### src/rtl/pwm_pkg.sv
package pwm_pkg;
  localparam int LANES  = 2;
  localparam int ADDR_W = 3;

  typedef enum logic [1:0] {
    MODE_OFF  = 2'b00,
    MODE_DUAL = 2'b01,
    MODE_WIDE = 2'b10,
    MODE_RSVD = 2'b11
  } mode_e;

  typedef struct packed {
    logic  pol_b;
    logic  pol_a;
    logic  run_b;
    logic  run_a;
    mode_e mode;
  } ctrl_t;

  localparam int CTRL_W = $bits(ctrl_t);

  localparam logic [ADDR_W-1:0] ADDR_CTRL  = 3'd0;
  localparam logic [ADDR_W-1:0] ADDR_DIV   = 3'd1;
  localparam logic [ADDR_W-1:0] ADDR_COUNT = 3'd2;
  localparam logic [ADDR_W-1:0] ADDR_PER   = 3'd3;
  localparam logic [ADDR_W-1:0] ADDR_DUTY  = 3'd4;
endpackage

### src/rtl/pwm_regs.sv
module pwm_regs
  import pwm_pkg::*;
#(
  parameter int DATA_W  = 16,
  parameter int PRESC_W = 8
) (
  input  logic              clk_i,
  input  logic              rst_ni,
  input  logic              we_i,
  input  logic [ADDR_W-1:0] addr_i,
  input  logic [DATA_W-1:0] wdata_i,
  output ctrl_t             ctrl_o,
  output logic [PRESC_W-1:0] div_o,
  output logic [DATA_W-1:0] per_sh_o,
  output logic [DATA_W-1:0] duty_sh_o,
  output logic              cnt_we_o,
  output logic [DATA_W-1:0] cnt_wdata_o
);
  ctrl_t              ctrl_q;
  logic [PRESC_W-1:0] div_q;
  logic [DATA_W-1:0]  per_q, duty_q;

  always_ff @(posedge clk_i or negedge rst_ni) begin
    if (!rst_ni) begin
      ctrl_q <= '0;
      div_q  <= '0;
      per_q  <= '0;
      duty_q <= '0;
    end else if (we_i) begin
      unique case (addr_i)
        ADDR_CTRL: ctrl_q <= ctrl_t'(wdata_i[CTRL_W-1:0]);
        ADDR_DIV:  div_q  <= wdata_i[PRESC_W-1:0];
        ADDR_PER:  per_q  <= wdata_i;
        ADDR_DUTY: duty_q <= wdata_i;
        default: ;
      endcase
    end
  end

  // counter writes are dropped while either run bit is set
  assign cnt_we_o    = we_i && (addr_i == ADDR_COUNT) && !ctrl_q.run_a && !ctrl_q.run_b;
  assign cnt_wdata_o = wdata_i;
  assign ctrl_o      = ctrl_q;
  assign div_o       = div_q;
  assign per_sh_o    = per_q;
  assign duty_sh_o   = duty_q;
endmodule

### src/rtl/pwm_prescaler.sv
module pwm_prescaler #(
  parameter int PRESC_W = 8
) (
  input  logic               clk_i,
  input  logic               rst_ni,
  input  logic               run_i,
  input  logic [PRESC_W-1:0] div_i,
  output logic               tick_o
);
  logic [PRESC_W-1:0] cnt_q;

  assign tick_o = run_i && (cnt_q >= div_i);

  always_ff @(posedge clk_i or negedge rst_ni) begin
    if (!rst_ni)     cnt_q <= '0;
    else if (!run_i) cnt_q <= '0;
    else if (tick_o) cnt_q <= '0;
    else             cnt_q <= cnt_q + 1'b1;
  end

  a_r8_idle_clear: assert property (@(posedge clk_i) disable iff (!rst_ni)
    !run_i |=> cnt_q == '0);

  a_r2_tick_gap: assert property (@(posedge clk_i) disable iff (!rst_ni)
    (tick_o && div_i != '0) |=> (!tick_o || div_i == '0));
endmodule

### src/rtl/pwm_lane.sv
module pwm_lane #(
  parameter int W = 8
) (
  input  logic         clk_i,
  input  logic         rst_ni,
  input  logic         adv_i,
  input  logic         clr_i,
  input  logic         load_i,
  input  logic [W-1:0] load_val_i,
  input  logic         upd_i,
  input  logic [W-1:0] per_sh_i,
  input  logic [W-1:0] duty_sh_i,
  output logic [W-1:0] cnt_o,
  output logic         eq_per_o,
  output logic         eq_duty_o,
  output logic         zero_o,
  output logic         ones_o
);
  logic [W-1:0] cnt_q, per_q, duty_q;

  always_ff @(posedge clk_i or negedge rst_ni) begin
    if (!rst_ni)     cnt_q <= '0;
    else if (load_i) cnt_q <= load_val_i;
    else if (adv_i)  cnt_q <= clr_i ? '0 : cnt_q + 1'b1;
  end

  always_ff @(posedge clk_i or negedge rst_ni) begin
    if (!rst_ni) begin
      per_q  <= '0;
      duty_q <= '0;
    end else if (upd_i) begin
      per_q  <= per_sh_i;
      duty_q <= duty_sh_i;
    end
  end

  assign cnt_o     = cnt_q;
  assign eq_per_o  = (cnt_q == per_q);
  assign eq_duty_o = (cnt_q == duty_q);
  assign zero_o    = (cnt_q == '0);
  assign ones_o    = &cnt_q;

  a_r6_hold: assert property (@(posedge clk_i) disable iff (!rst_ni)
    (!adv_i && !load_i) |=> $stable(cnt_q));

  a_r4_wrap: assert property (@(posedge clk_i) disable iff (!rst_ni)
    (adv_i && !clr_i && !load_i && cnt_q == '1) |=> cnt_q == '0);

  a_r7_shadow: assert property (@(posedge clk_i) disable iff (!rst_ni)
    !upd_i |=> ($stable(per_q) && $stable(duty_q)));
endmodule

### src/rtl/pwm_core.sv
module pwm_core
  import pwm_pkg::*;
#(
  parameter int LANE_W = 8,
  localparam int DATA_W = LANES * LANE_W
) (
  input  logic              clk_i,
  input  logic              rst_ni,
  input  logic              tick_i,
  input  ctrl_t             ctrl_i,
  input  logic              load_i,
  input  logic [DATA_W-1:0] load_val_i,
  input  logic [DATA_W-1:0] per_sh_i,
  input  logic [DATA_W-1:0] duty_sh_i,
  output logic              run_any_o,
  output logic [DATA_W-1:0] cnt_o,
  output logic [LANES-1:0]  pwm_o
);
  logic             wide, dual;
  logic [LANES-1:0] run, pol, act, lane_act;
  logic [LANES-1:0] eq_per, eq_duty, zero, ones, carry;
  logic [LANES-1:0] adv, clr, upd, raw_q;
  logic             wrap_wide;

  assign wide      = (ctrl_i.mode == MODE_WIDE);
  assign dual      = (ctrl_i.mode == MODE_DUAL);
  assign run       = {ctrl_i.run_b, ctrl_i.run_a};
  assign pol       = {ctrl_i.pol_b, ctrl_i.pol_a};
  assign wrap_wide = (&eq_per) | (&ones);
  assign run_any_o = |act;

  for (genvar g = 0; g < LANES; g++) begin : g_lane
    if (g == 0) begin : g_c0
      assign act[g]   = (dual || wide) && run[g];
      assign carry[g] = 1'b1;
    end else begin : g_cn
      assign act[g]   = dual && run[g];
      assign carry[g] = carry[g-1] & ones[g-1];
    end

    assign lane_act[g] = wide ? act[0] : act[g];
    assign clr[g]      = wide ? wrap_wide : (eq_per[g] | ones[g]);
    assign adv[g]      = tick_i && lane_act[g] && (!wide || carry[g] || wrap_wide);
    // stopped lanes follow the shadows; running lanes reload only on wrap
    assign upd[g]      = !lane_act[g] || (tick_i && clr[g]);

    pwm_lane #(.W(LANE_W)) u_lane (
      .clk_i      (clk_i),
      .rst_ni     (rst_ni),
      .adv_i      (adv[g]),
      .clr_i      (clr[g]),
      .load_i     (load_i),
      .load_val_i (load_val_i[g*LANE_W +: LANE_W]),
      .upd_i      (upd[g]),
      .per_sh_i   (per_sh_i[g*LANE_W +: LANE_W]),
      .duty_sh_i  (duty_sh_i[g*LANE_W +: LANE_W]),
      .cnt_o      (cnt_o[g*LANE_W +: LANE_W]),
      .eq_per_o   (eq_per[g]),
      .eq_duty_o  (eq_duty[g]),
      .zero_o     (zero[g]),
      .ones_o     (ones[g])
    );

    logic hit_duty, hit_zero;
    assign hit_duty = wide ? (&eq_duty) : eq_duty[g];
    assign hit_zero = wide ? (&zero)    : zero[g];

    always_ff @(posedge clk_i or negedge rst_ni) begin
      if (!rst_ni)               raw_q[g] <= 1'b0;
      else if (!act[g])          raw_q[g] <= 1'b0;
      else if (tick_i) begin
        if (hit_duty)            raw_q[g] <= 1'b0;
        else if (hit_zero)       raw_q[g] <= 1'b1;
      end
    end

    localparam int SRC = g;
    logic src_act, src_raw;
    assign src_act = wide ? act[0]   : act[SRC];
    assign src_raw = wide ? raw_q[0] : raw_q[SRC];
    assign pwm_o[g] = src_act ? (src_raw ^ pol[g]) : pol[g];
  end

  a_r10_pair: assert property (@(posedge clk_i) disable iff (!rst_ni)
    wide |-> ((pwm_o[0] ^ pwm_o[1]) == (pol[0] ^ pol[1])));
endmodule

### src/rtl/pwm_pair_timer.sv
module pwm_pair_timer
  import pwm_pkg::*;
#(
  parameter int LANE_W  = 8,
  parameter int PRESC_W = 8,
  localparam int DATA_W = LANES * LANE_W
) (
  input  logic              clk_i,
  input  logic              rst_ni,
  input  logic              wr_en_i,
  input  logic [ADDR_W-1:0] wr_addr_i,
  input  logic [DATA_W-1:0] wr_data_i,
  output logic [DATA_W-1:0] count_o,
  output logic              pwm_a_o,
  output logic              pwm_b_o
);
  ctrl_t              ctrl;
  logic [PRESC_W-1:0] div;
  logic [DATA_W-1:0]  per_sh, duty_sh, cnt_wdata;
  logic               cnt_we, run_any, tick;
  logic [LANES-1:0]   pwm;

  pwm_regs #(.DATA_W(DATA_W), .PRESC_W(PRESC_W)) u_regs (
    .clk_i       (clk_i),
    .rst_ni      (rst_ni),
    .we_i        (wr_en_i),
    .addr_i      (wr_addr_i),
    .wdata_i     (wr_data_i),
    .ctrl_o      (ctrl),
    .div_o       (div),
    .per_sh_o    (per_sh),
    .duty_sh_o   (duty_sh),
    .cnt_we_o    (cnt_we),
    .cnt_wdata_o (cnt_wdata)
  );

  pwm_prescaler #(.PRESC_W(PRESC_W)) u_presc (
    .clk_i  (clk_i),
    .rst_ni (rst_ni),
    .run_i  (run_any),
    .div_i  (div),
    .tick_o (tick)
  );

  pwm_core #(.LANE_W(LANE_W)) u_core (
    .clk_i      (clk_i),
    .rst_ni     (rst_ni),
    .tick_i     (tick),
    .ctrl_i     (ctrl),
    .load_i     (cnt_we),
    .load_val_i (cnt_wdata),
    .per_sh_i   (per_sh),
    .duty_sh_i  (duty_sh),
    .run_any_o  (run_any),
    .cnt_o      (count_o),
    .pwm_o      (pwm)
  );

  assign pwm_a_o = pwm[0];
  assign pwm_b_o = pwm[1];

  a_r5_count_guard: assert property (@(posedge clk_i) disable iff (!rst_ni)
    (wr_en_i && wr_addr_i == ADDR_COUNT && (ctrl.run_a || ctrl.run_b) && !tick)
      |=> $stable(count_o));
endmodule

### config.mk
export PLATFORM = sky130hd
export DESIGN_NAME = pwm_pair_timer
export DESIGN_NICKNAME = d
export VERILOG_FILES = /design/src/rtl/pwm_pkg.sv /design/src/rtl/pwm_regs.sv /design/src/rtl/pwm_prescaler.sv /design/src/rtl/pwm_lane.sv /design/src/rtl/pwm_core.sv /design/src/rtl/pwm_pair_timer.sv
export SDC_FILE = /design/constraint.sdc
export NUM_CORES = 1
export LEC_CHECK = 0
export ABC_AREA = 1
export BUFFER_PORTS_ARGS = -buffer_cell sky130_fd_sc_hd__buf_2
export CAP_MARGIN = 20
export CORE_MARGIN = 2
export CORE_UTILIZATION = 46
export DETAILED_ROUTE_END_ITERATION = 10
export HOLD_SLACK_MARGIN = 0.06
export PLACE_DENSITY_LB_ADDON = 0.3
export SKIP_LAST_GASP = 1
export SYNTH_ARGS = -nofsm -noshare
export SYNTH_HDL_FRONTEND = slang
export SYNTH_SLANG_ARGS = --single-unit
### constraint.sdc
create_clock -name clk_i -period 4.5 [get_ports clk_i]
set_input_delay 0.45 -clock clk_i [delete_from_list [all_inputs] [get_ports clk_i]]
set_output_delay 0.45 -clock clk_i [all_outputs]
set_load 0.02 [all_outputs]
==> results.sh <==
export IMPL_critPathTopFamily="compound AO/OA/AOI/OAI gates"
export IMPL_relSlewSlack=0.439
export IMPL_post_cts_repair_resize_count=0
export IMPL_synth_lib_cells_used_distinct=34
export IMPL_mostFrequentLayoutCells="nand2_1, dfrtp_1, inv_1"
export IMPL_detail_route_vias_per_cell=5.22
export IMPL_grt_pass1_vias=4444
export IMPL_initial_antenna_violation_count=0
export IMPL_layout_filler_cells=1148
export IMPL_core_area_um2=11900
export IMPL_post_route_cells_drive_above_1_share=0.120
export IMPL_drt_total_wl_mm=13.4
export IMPL_maximum_vdd_drop_mv=0.212
export IMPL_largest_net_degree_at_the_start_of_global_routing=61
export IMPL_finish_net_count=789
export IMPL_critical_path_startpoint_type="register"
export IMPL_hold_class="in2async"
export IMPL_tritoncts="done"
export IMPL_place_inst=886
export IMPL_grt_pass1_wl_mm=22.1
export IMPL_timing_critical_path_slowest_cell_delay_ns=0.73
export IMPL_finalWorstSetupSlack_ns=1.64
export IMPL_power_uw=3150
export IMPL_drtAntennaViolNets=0
export IMPL_crit_path_end_kind="primary output"
export IMPL_ys_warnings_count=0
export IMPL_report_final_hold_viol_count=0
export IMPL_rows=40
export IMPL_final_replace_weighted_congestion=0.888
export IMPL_least_margin_pin_slew_ns=0.841
export IMPL_portBuffers=39
export IMPL_cp_required_ns=4.05
export IMPL_multi_input_comb_area_um2=2520
export IMPL_syn_area_per_cell_um2=7.73
export IMPL_vias=4723
export IMPL_worst_path_max_delay_cell="o21ai_2"
export IMPL_timing_critical_path_cells="inv_1 -> ha_1 -> o21ai_2 -> nand2_1 -> xnor2_1 -> buf_2"
export IMPL_fp_dieW_um=114
export IMPL_hold_buffers=0
export IMPL_detail_route_wl_per_cell_um=14.8
export IMPL_clk_pin_slew_ns=0.07
export IMPL_drt_pass1_iter_count=5
export IMPL_die_height_um=114
export IMPL_timing_fmax_ghz=0.350
export IMPL_pin_count=40
export IMPL_postCtsSetupRepairBufs=0
export IMPL_htreeDepth=3
export IMPL_cts_inserted_buffers=9
export IMPL_initial_utilization=0.468
export IMPL_grt_setup_unrepaired="false"
export IMPL_drv_cap=0
export IMPL_insertedDiodeCount=0
export IMPL_detailedPlacementHpwl_mm=9.56
export IMPL_first_iter_violations=373
export IMPL_timing_max_transition_violations_final=0
export IMPL_postSynthRegisterBits=104
export IMPL_cp_arrival_ns=2.41
export IMPL_grt_overflow_total=0
export IMPL_setup_total_negative_slack_ns=0
export IMPL_synth_sequential_area_ratio=0.467
export IMPL_cts_path_max_buffers=2
export IMPL_sequential_cell_area_um2=2600
export IMPL_ctsRootBufferMaster="clkbuf_16"
export IMPL_layoutNonFillerInstCount=904
export IMPL_power_density_cell_area_nw_per_um2=511
export IMPL_fin_skew_ns=0.00770
export IMPL_path_buf_inv=2
export IMPL_cts_sinks=104
export IMPL_power_static_leakage_uw=0.00331
export IMPL_criticalPathCategory="reg2out"
export IMPL_syn_area_um2=5570
export IMPL_pre_cts_worst_setup_slack_ns=1.98
export IMPL_netlist_instances=720
export IMPL_worst_path_max_fanout=19
export IMPL_syn2layout_area_growth_pct=10.8
export IMPL_global_route_usage_total=0.217
export IMPL_syn_nets=757
export IMPL_result_of_the_run="finished clean"
export IMPL_dieArea_um2=13000
export IMPL_layout_cells_most_common="nand2_1"
export IMPL_source_to_sink_clock_delay_at_the_later_pin_of_the_worst_skew_pair_ns=0.35
export IMPL_min_period_ns=2.86
export IMPL_layout_worst_path_cycle_share=0.636
export IMPL_report_final_setup_viol=0
export IMPL_detail_route_drc_violations=0
[power by group]
group	switching (uW)	total [uW]	internal (uW)
clock	376	763	387
sequential	245	1390	1150
combinational	631	994	364
total	1250	3150	1900
[registers in the layout, indices dropped and copies added (netlist names)]
name and count:
u_core.g_lane.u_lane.cnt_o 16, u_core.g_lane.u_lane.duty_q 16, u_core.g_lane.u_lane.per_q 16, u_regs.duty_sh_o 16, u_regs.per_sh_o 16, u_presc.cnt_q 8
u_regs.div_o 8, u_regs.ctrl_o 6, u_core.g_lane.src_raw 1, u_core.raw_q 1
[path summary, 6_finish.rpt]
kind	startpoint	end	slack [ns]	depth (start not counted)
setup / recovery	u_regs.ctrl_o[0]	pwm_b_o	1.64	6
hold / removal	rst_ni	u_regs.per_sh_o[0]	0.18	1
setup reg to reg	u_regs.ctrl_o[0]	u_core.g_lane[1].u_lane.cnt_o[0]	2.12	7
hold reg to reg	u_regs.duty_sh_o[10]	u_core.g_lane[1].u_lane.duty_q[2]	0.47	2
max in group asynchronous	rst_ni	u_core.g_lane[0].u_lane.cnt_o[7]	3.24	2
min in group clk_i	wr_data_i[11]	u_regs.duty_sh_o[11]	0.38	3
[worst register-to-register path: cells and delay by family, from the launching register on]
kind	cells	cell delay, ns
fa+ha+maj	1	0.34
flops	1	0.37
simple gates	4	0.83
compound gates	1	0.73
buf+inv	1	0.05
[per-stage QoR]
step           cell area, um^2   util  hold WS, ns
2_1_floorplan             5570      -        0.154
3_3_place_gp              5840  0.490        0.451
3_5_place_dp              5840  0.490        0.451
4_1_cts                   6130  0.514        0.217
5_1_grt                   6170  0.518        0.253
6_report                  6170  0.518        0.178
[routing by layer]
layer	GRT usage	routed length [um]	vias to the layer above
met5	0	0	-
met4	0.0846	306	0
met3	0.0292	584	25
met2	0.340	6180	125
met1	0.309	6280	2231
li1	-	-	2342
[final cells by class]
cell class | instances | area share
multi-input combinational | 507 | 0.408
inverter | 87 | 0.0529
timing repair buffer | 43 | 0.0414
clock inverter | 7 | 0.00994
tap | 147 | 0.0298
clock buffer | 9 | 0.0365
sequential | 104 | 0.422
[cell usage after synthesis (all sizes together)]
| library cell | count | area (um^2) |
|---|---|---|
| nand2 | 263 | 1030 |
| dfrtp | 104 | 2600 |
| inv | 87 | 327 |
| nand3 | 62 | 358 |
| o21ai | 53 | 269 |
| nor2 | 43 | 171 |
| xor2 | 20 | 175 |
| ha | 15 | 188 |
| nand4 | 13 | 81.3 |
| a21oi | 11 | 55.1 |
| buf | 11 | 82.6 |
| clkbuf | 11 | 41.3 |
| o22ai | 7 | 43.8 |
| or2 | 4 | 25.0 |
| nor3b | 3 | 22.5 |
| nor4 | 3 | 18.8 |
| xnor2 | 3 | 26.3 |
| nand3b | 2 | 15.0 |
| nor3 | 2 | 15.0 |
| o211ai | 1 | 7.51 |
| o21a | 1 | 7.51 |
| o21bai | 1 | 7.51 |
[cells by family (layout without fill, tap and decap cells)]
| logic type | count (synthesis) | in the layout | share of synthesized area |
|---|---|---|---|
| compound gates | 74 | 74 | 0.0701 |
| xor+xnor | 23 | 23 | 0.0362 |
| fa+ha+maj | 15 | 15 | 0.0337 |
| buf+inv | 109 | 146 | 0.0809 |
| flops | 104 | 104 | 0.467 |
| simple gates | 395 | 395 | 0.312 |
(Power assumes the default switching activity.)
